File: src/rtl/excvec_pkg.sv
package excvec_pkg;
  localparam int HW_SRC    = 4;
  localparam int VEC_CNT   = HW_SRC + 2;
  localparam int VEC_IDX_W = $clog2(VEC_CNT);

  // vector index: 0 reset, 1 software interrupt, 2.. hardware sources
  localparam logic [VEC_IDX_W-1:0] IDX_RESET = '0;
  localparam logic [VEC_IDX_W-1:0] IDX_SWI   = VEC_IDX_W'(1);

  typedef struct packed {
    logic                 take;
    logic [VEC_IDX_W-1:0] idx;
    logic                 holdMask;
  } ctl_t;
endpackage

File: src/rtl/excvec_ctrl.sv
module excvec_ctrl
  import excvec_pkg::*;
(
  input  logic              clk,
  input  logic              rstAll,
  input  logic              instDone,
  input  logic              swiStrobe,
  input  logic [HW_SRC-1:0] hwReq,
  input  logic              maskI,
  output ctl_t              ctl
);
  logic [1:0] rstSync;
  logic inReset;
  logic pendRst;
  logic hwHit;
  logic [VEC_IDX_W-1:0] hwIdx;

  // asynchronous entry, synchronous two-stage release
  always_ff @(posedge clk or posedge rstAll) begin
    if (rstAll) rstSync <= 2'b11;
    else        rstSync <= {rstSync[0], 1'b0};
  end
  assign inReset = rstSync[1];

  always_ff @(posedge clk or posedge rstAll) begin
    if (rstAll)        pendRst <= 1'b1;
    else if (!inReset) pendRst <= 1'b0;
  end

  // fixed priority: lowest index wins
  always_comb begin
    hwIdx = '0;
    for (int i = HW_SRC - 1; i >= 0; i--) begin
      if (hwReq[i]) hwIdx = VEC_IDX_W'(i + 2);
    end
  end
  assign hwHit = (|hwReq) && !maskI;

  always_comb begin
    ctl.holdMask = inReset;
    ctl.take     = 1'b0;
    ctl.idx      = IDX_RESET;
    if (!inReset) begin
      if (pendRst) begin
        ctl.take = 1'b1;
      end else if (instDone && hwHit) begin
        ctl.take = 1'b1;
        ctl.idx  = hwIdx;
      end else if (instDone && swiStrobe) begin
        ctl.take = 1'b1;
        ctl.idx  = IDX_SWI;
      end
    end
  end

  a_r2_quiet_in_reset: assert property (@(posedge clk) inReset |-> !ctl.take);
  a_r5_mask_blocks_hw: assert property (@(posedge clk) disable iff (rstAll)
    (instDone && maskI && !swiStrobe && !pendRst) |-> !ctl.take);
  a_r6_swi_ignores_mask: assert property (@(posedge clk) disable iff (rstAll)
    (!inReset && !pendRst && instDone && swiStrobe && hwReq == '0) |-> (ctl.take && ctl.idx == IDX_SWI));
  a_r8_no_take_off_boundary: assert property (@(posedge clk) disable iff (rstAll)
    (!instDone && !pendRst) |-> !ctl.take);
endmodule

File: src/rtl/excvec_dpath.sv
module excvec_dpath
  import excvec_pkg::*;
#(
  parameter int ADDR_W = 13,
  parameter logic [ADDR_W-1:0] VEC_TOP = 13'h1FFF
) (
  input  logic              clk,
  input  logic              rstAll,
  input  ctl_t              ctl,
  output logic              takeExc,
  output logic [ADDR_W-1:0] vecAddrHi,
  output logic [ADDR_W-1:0] vecAddrLo,
  output logic              setMask
);
  logic takeQ;
  logic [VEC_IDX_W-1:0] idxQ;
  logic [ADDR_W-1:0] offset;

  always_ff @(posedge clk or posedge rstAll) begin
    if (rstAll) begin
      takeQ <= 1'b0;
      idxQ  <= IDX_RESET;
    end else begin
      takeQ <= ctl.take;
      if (ctl.take) idxQ <= ctl.idx;
    end
  end

  assign offset    = ADDR_W'(idxQ) << 1;
  assign vecAddrLo = VEC_TOP - offset;
  assign vecAddrHi = vecAddrLo - ADDR_W'(1);
  assign takeExc   = takeQ;
  assign setMask   = takeQ | ctl.holdMask;

  a_r10_pair_adjacent: assert property (@(posedge clk) disable iff (rstAll)
    vecAddrLo == vecAddrHi + ADDR_W'(1));
  a_r9_pulse_single: assert property (@(posedge clk) disable iff (rstAll)
    (takeExc && !ctl.take) |=> !takeExc);
endmodule

File: src/rtl/excvec_top.sv
module excvec_top
  import excvec_pkg::*;
#(
  parameter int ADDR_W = 13,
  parameter logic [ADDR_W-1:0] VEC_TOP = 13'h1FFF
) (
  input  logic              clk,
  input  logic              rstPinN,
  input  logic              rstReqInt,
  input  logic              instDone,
  input  logic              swiStrobe,
  input  logic [HW_SRC-1:0] hwReq,
  input  logic              maskI,
  output logic              takeExc,
  output logic [ADDR_W-1:0] vecAddrHi,
  output logic [ADDR_W-1:0] vecAddrLo,
  output logic              setMask
);
  logic rstAll;
  ctl_t ctl;

  assign rstAll = !rstPinN || rstReqInt;

  excvec_ctrl u_ctrl (
    .clk(clk), .rstAll(rstAll), .instDone(instDone), .swiStrobe(swiStrobe),
    .hwReq(hwReq), .maskI(maskI), .ctl(ctl)
  );

  excvec_dpath #(.ADDR_W(ADDR_W), .VEC_TOP(VEC_TOP)) u_dpath (
    .clk(clk), .rstAll(rstAll), .ctl(ctl), .takeExc(takeExc),
    .vecAddrHi(vecAddrHi), .vecAddrLo(vecAddrLo), .setMask(setMask)
  );
endmodule

File: config.mk
export PLATFORM = sky130hd
export DESIGN_NAME = excvec_top
export DESIGN_NICKNAME = d
export VERILOG_FILES = /design/src/rtl/excvec_pkg.sv /design/src/rtl/excvec_ctrl.sv /design/src/rtl/excvec_dpath.sv /design/src/rtl/excvec_top.sv
export SDC_FILE = /design/constraint.sdc
export NUM_CORES = 1
export LEC_CHECK = 0
export BUFFER_PORTS_ARGS = -buffer_cell sky130_fd_sc_hd__buf_4
export CAP_MARGIN = 0
export CORE_UTILIZATION = 33
export DETAILED_ROUTE_END_ITERATION = 16
export GPL_ROUTABILITY_DRIVEN = 0
export PLACE_DENSITY = 0.72
export SLEW_MARGIN = 25
export SYNTH_ARGS = -nofsm -noshare
export SYNTH_HDL_FRONTEND = slang
export SYNTH_SLANG_ARGS = --single-unit
File: constraint.sdc
create_clock -name clk -period 1.52 [get_ports clk]
set_clock_uncertainty 0.2 [all_clocks]
set_input_delay 0.304 -clock clk [delete_from_list [all_inputs] [get_ports clk]]
set_output_delay 0.304 -clock clk [all_outputs]
set_load 0.01 [all_outputs]
==> key figures, run 1 <==
Place
  • Post-DP HPWL: slightly above 600 um
  • PortBufs: 17
  • Worst slack at placement: 11.7 ps
  • DP Cell Count: 81
  • Area post-placement: 527 um^2

Detailed routing
  • Detailed Routing Iterations Pass 1: 2
  • Initial DRC Count: 11
  • Via count: 348
  • Drt wl/cell: 8.91 um
  • Drt drc: 0
  • WL final: 784 um
  • Vias per std cell: 3.95
  • Antenna-violating nets left: 0

STA
  • Min Tclk post-route: 1510 ps
  • Hold Vio Cnt, Final: 0
  • Post-route setup slack: 14.1 ps
  • Setup TNS: 0 ps
  • FMAX: 0.664 GHz
  • RSZ-0062 raised after global routing: yes
  • Max-slew headroom: 62.7%
  • Slew @ Worst Pin: 558 ps
  • Slew Limit Fails: 0
  • Period utilization: 99.1%
  • Setup violations, final: 0

Worst setup path
  • CP required: 1020 ps
  • R2r endpoint: u_dpath.idxQ[0]
  • Crit-path cells: or2_4 > buf_6
  • CP max FO: 2
  • Critical-path top delay cell: dfrtp_1
  • Slowest stage delay, CP: 380 ps
  • R2R setup slack: 80 ps
  • Reg2reg path depth: 3
  • Critical path arrival: 1000 ps
  • Delay-heaviest family, CP: flip-flops
  • Crit. End Element: output pin
  • Worst setup SP type: flop
  • CP Buf/Inv Count: 1
  • Reg2reg start: u_ctrl.rstSync[1]
  • CP Class: reg -> out

Job
  • Max-Cap Viols: 0

Final layout
  • Multi-input logic area: 191 um^2
  • Commonest non-fill, non-tap cell in the layout: conb_1
  • Most frequent cells in the layout: conb_1 (21), buf_4 (17), inv_1 (5)
  • Reg area: 179 um^2
  • Antenna Diode Count: 0
  • Non-Filler Instances: 88
  • Finished Cell Area: 593 um^2
  • Filler Cell Count: approximately 140
  • Layout cells sized above 1: around two fifths
  • Nets: 84
  • P&R area growth vs syn: 23.1%

GRT
  • Global route overflow: 0
  • Largest net degree at the start of global routing: 8
  • First-pass GRT wire length: 1.20 mm
  • Antenna violations before repair: 0
  • GRT Total Usage: between 10% and 20%
  • Vias in the first global route: 342

Clock network
  • Clk Latency, worst-skew pair: 250 ps
  • Num CTS Buffers: 3
  • Clock tree sinks: 7
  • CTS tree: yes
  • CTS Buffer Depth: 2
  • CTS Root Cell: clkbuf_4
  • CTS H-Tree Depth: 1
  • Clk slew on worst S/H paths: 50 ps

Synth
  • Post-Synthesis Cell Area: 482 um^2
  • Syn Inst Count: 53
  • Cell taking the most area after synthesis: buf_4
  • Post-synth top area share: 35.8%
  • Yosys warns: 0
  • Synth Area per Inst: 9.09 um^2
  • Yosys reg bits: 7
  • Sequential share of the synthesized area: roughly 37%
  • Area contributors post-synth: buf_4 (36%), dfrtp_1 (21%), dfstp_2 (16%)
  • Post-synthesis cell type count: 18

Die
  • # rows: 13
  • Core ar.: ~1300 um^2
  • Die Ht: 40.2 um
  • # IOs: 38
  • Die Wd: 40.2 um
  • Initial Util: 36.1%
  • Full die area: 1620 um^2

Run status
  • Status: complete, no violations

Worst hold path
  • Worst Hold Depth: 3
  • Hold endpoint: u_dpath.idxQ[1]
  • Min-delay src: hwReq[0]
  • Tightest Hold Check Type: in -> reg

Pwr
  • Pwr dens: 882 nW/um^2
  • P_leak: 0.312 nW
  • PnR Total Power: between 0.0005 and 0.0006 W
  • Maximum VDD drop: about 0.51 mV
## through the flow
stage,utilization (%),hold WS (ps)
2_1_floorplan,-,44.3
3_3_place_gp,39.5,147
3_5_place_dp,39.5,149
4_1_cts,44.0,126
5_1_grt,44.5,153
6_report,44.5,129
## worst reg2reg max path, cell delays in order (launching register included)
cell and delay (ps):
dfstp_2 380, or3b_4 410, o221ai_1 210, o221a_2 200
## cell usage after synthesis, drive strengths merged
cell type,number
buf,23
inv,5
dfrtp,4
dfstp,3
o22ai,3
a21oi,2
conb,2
and2,1
nand2,1
nand2b,1
nor2,1
nor2b,1
nor4,1
o21ai,1
o221a,1
o221ai,1
or2,1
or3b,1
## report_power, final
part	total (W)	switching [W]	internal [W]	leakage, nW
clock	0.000171	0.0000704	0.000100	0.0150
combinational	0.000144	0.0000746	0.0000691	0.214
sequential	0.000208	0.00000487	0.000204	0.0823
## timing repair
action | 4_1_cts | 5_1_grt
endpoints found under the setup margin | 1 | 3
buffers inserted | 1 | 0
pin swaps | 0 | 1
hold buffers | 2 | 0
hold endpoints to repair | 4 | 0
gates resized for setup | 2 | 1
## flip-flops by register name (all words and copies together) (netlist names)
signal / cells
u_dpath.idxQ: 3
u_ctrl.pendRst: 1
u_ctrl.rstSync: 2
u_dpath.takeExc: 1
## cells by family after synthesis
family,after synthesis,synth area share (%)
buf+inv,28,39.7
compound gates,8,11.2
simple gates,8,10.4
flops,7,37.1
other cells,2,1.56
## layer usage
metal,part of all wire [%],routed length [um],track usage (%),vias up
met1,33,257,9.66,151
met4,3.8,30,10.8,0
met2,52,411,21.0,26
li1,-,-,-,166
met3,11,84,7.22,5
met5,0,0,0,-
## worst max path at each step
stage | startpoint | to | slack, ps | depth (start not counted)
floorplan | u_ctrl.rstSync[1] | u_dpath.idxQ[1] | 120 | 3
global placement | maskI | u_dpath.idxQ[2] | 60 | 4
detailed placement | maskI | u_dpath.idxQ[2] | 10 | 4
CTS | u_ctrl.rstSync[1] | setMask | 10 | 2
global route | u_dpath.takeExc | setMask | -20 | 2
finish | u_dpath.takeExc | setMask | 10 | 2
## final cells by class
cell class,count,area share [%]
tap,15,3.16
clock buffer,4,4.43
multi-input combinational,37,32.3
sequential,7,30.2
inverter,5,3.16
timing repair buffer,20,26.8
Note: power is estimated with default switching activity, not from simulation.
==> run 2: changes to the inputs <==
Settings changed: CAP_MARGIN 0 to 20, CORE_MARGIN set to 5, HOLD_SLACK_MARGIN set to 0.15.
==> key figures, run 2 (synthesis gave the netlist of run 1 again) <==
Detailed routing
  • Vias per std cell: 3.95 (about the same)
  • Via count: 363 (was 348)
  • Initial DRC Count: 4 (was 11)
  • Detailed Routing Iterations Pass 1: 2 (unchanged)
  • Antenna-violating nets left: 0 (unchanged)
  • Drt drc: 0 (unchanged)
  • Drt wl/cell: 11.3 um (was 8.91 um)
  • WL final: 1.04 mm (was 784 um)

Worst setup path
  • CP Class: reg -> out (unchanged)
  • Critical-path top delay cell: dfrtp_1 (unchanged)
  • Delay-heaviest family, CP: flip-flops (unchanged)
  • CP max FO: 2 (unchanged)
  • CP Buf/Inv Count: 1 (unchanged)
  • Critical path arrival: 1010 ps (was 1000 ps)
  • CP required: 1020 ps (about the same)
  • Crit path depth: 2 (unchanged)
  • R2R setup slack: 40 ps (was 80 ps)
  • R2r endpoint: u_dpath.idxQ[1] (was u_dpath.idxQ[0])
  • Reg2reg path depth: 3 (unchanged)
  • Slowest stage delay, CP: 390 ps (was 380 ps)
  • Reg2reg start: u_ctrl.rstSync[1] (unchanged)
  • Crit. End Element: output pin (unchanged)
  • Worst setup SP type: flop (unchanged)
  • Crit-path cells: or2_4 > buf_6 (unchanged)

Clock network
  • Clk Latency, worst-skew pair: 240 ps (was 250 ps)
  • CTS Buffer Depth: 2 (unchanged)
  • Clk slew on worst S/H paths: 50 ps (about the same)
  • CTS Root Cell: clkbuf_4 (unchanged)
  • Num CTS Buffers: 3 (unchanged)
  • Clock tree sinks: 7 (unchanged)
  • CTS H-Tree Depth: 1 (unchanged)
  • CTS tree: yes (unchanged)

Place
  • Worst slack at placement: -4.26 ps (was 11.7 ps)
  • Area post-placement: 527 um^2 (unchanged)
  • Post-DP HPWL: 811 um (was 604 um)
  • PortBufs: 17 (unchanged)

Final layout
  • Biggest regs: u_dpath.idxQ x3, u_ctrl.rstSync x2 (unchanged)
  • P&R area growth vs syn: 29.6% (was 23.1%)
  • Filler Cell Count: 141 (was 143)
  • Commonest non-fill, non-tap cell in the layout: conb_1 (unchanged)
  • Biggest register: u_dpath.idxQ (unchanged)
  • Multi-input logic area: 185 um^2 (was 191 um^2)
  • Reg area: 179 um^2 (unchanged)
  • Nets: 88 (was 84)
  • Most frequent cells in the layout: conb_1 (21), buf_4 (18), inv_1 (5), dlygate4sd3_1 (5), dfrtp_1 (4) (was conb_1 (21), buf_4 (17), inv_1 (5))
  • Max FFs per register: 3 (unchanged)
  • Layout cells sized above 1: 36.4% (was 38.4%)
  • Finished Cell Area: 624 um^2 (was 593 um^2)
  • Antenna Diode Count: 0 (unchanged)

Die
  • Core ar.: 1330 um^2 (unchanged)
  • # rows: 13 (unchanged)
  • # IOs: 38 (unchanged)
  • Full die area: 2320 um^2 (was 1620 um^2)
  • Die Wd: 48.2 um (was 40.2 um)
  • Initial Util: 36.1% (unchanged)
  • Die Ht: 48.2 um (was 40.2 um)

STA
  • Hold Vio Cnt, Final: 0 (unchanged)
  • Slew Limit Fails: 0 (unchanged)
  • Period utilization: 99.4% (was 99.1%)
  • FMAX: 0.662 GHz (was 0.664 GHz)
  • Hold_ws: 154 ps (was 129 ps)
  • Min Tclk post-route: 1510 ps (about the same)
  • Slew @ Worst Pin: 556 ps (was 558 ps)
  • RSZ-0062 raised after global routing: yes (unchanged)
  • Setup violations, final: 0 (unchanged)
  • Max-slew headroom: 62.9% (was 62.7%)
  • Post-route setup slack: 9.70 ps (was 14.1 ps)

GRT
  • Largest net degree at the start of global routing: 8 (unchanged)
  • First-pass GRT wire length: 1.49 mm (was 1.20 mm)
  • Global route overflow: 0 (unchanged)
  • GRT Total Usage: 9.98% (was 12.3%)
  • Antenna violations before repair: 0 (unchanged)
  • Vias in the first global route: 345 (was 342)

Job
  • Max-Cap Viols: 0 (unchanged)

Pwr
  • Pwr dens: 843 nW/um^2 (was 882 nW/um^2)
  • PnR Total Power: 0.000526 W (was 0.000523 W)
  • Maximum VDD drop: 0.690 mV (was 0.513 mV)
  • P_leak: 0.328 nW (was 0.312 nW)

Worst hold path
  • Hold endpoint: u_ctrl.rstSync[1] (was u_dpath.idxQ[1])
  • Worst Hold Depth: 0 (was 3)
  • Min-delay src: u_ctrl.rstSync[0] (was hwReq[0])
  • Tightest Hold Check Type: reg -> reg (was in -> reg)

Run status
  • Status: complete, no violations (unchanged)
==> run 2: changes by cell type in the layout (fill, tap and decap cells not counted), sizes merged <==
cell | before | now
dlygate4sd3 | 2 | 5
buf | 18 | 19
==> run 2: stage by stage <==
| stage | setup TNS [ps] | instances | util [%] |
|---|---|---|---|
| after floorplan | 0 | 72 | - |
| after global placement | 0 | 81 | 39.5 |
| after detailed placement | -4.26 | 81 | 39.5 |
| after CTS | 0 | 92 | 46.8 |
| after global routing | -23.2 | 92 | 46.8 |
| final | 0 | 92 | 46.8 |
==> run 2: per-layer routing <==
| metal | part of all wire, % | vias up | global-route usage (%) |
|---|---|---|---|
| met5 | 0 | - | 0 |
| met4 | 0 | 0 | 1.08 |
| met2 | 56 | 22 | 19.0 |
| met1 | 30 | 168 | 9.07 |
| li1 | - | 173 | - |
| met3 | 15 | 0 | 6.27 |
==> run 2: where the power goes <==
group / switching, W / total, W / internal [W]
clock network: 0.0000634 / 0.000163 / 0.0000999
logic: 0.0000787 / 0.000154 / 0.0000754
registers: 0.00000517 / 0.000209 / 0.000204
total: 0.000147 / 0.000526 / 0.000379
==> run 2: worst max path at each step <==
stage               slack, ps         startpoint         endpoint
floorplan                 120  u_ctrl.rstSync[1]  u_dpath.idxQ[1]
global route              -20  u_ctrl.rstSync[1]          setMask
detailed placement         -4           hwReq[2]  u_dpath.idxQ[1]
global placement           60              maskI  u_dpath.idxQ[1]
CTS                        20  u_ctrl.rstSync[1]          setMask
finish                     10    u_dpath.takeExc          setMask
==> run 2: final cells by class <==
cell class	count	area share (%)
Multi-Input combinational cell	37	29.7
Inverter	5	3.01
Timing Repair Buffer	24	31.5
Sequential cell	7	28.7
Tap cell	15	3.01
Clock buffer	4	4.21
==> run 2: repair_timing <==
item	CTS	global route
hold buffers	5	0
pin swaps	0	1
gates resized for setup	2	0
endpoints found under the setup margin	1	1
hold endpoints to repair	6	0
setup buffers	2	0
==> run 2: worst reg2reg max path, cell delays in order, from the launching register on <==
cell     delay [ps]
dfstp_2         370
or3b_4          400
o22ai_1         270
o22ai_1         120
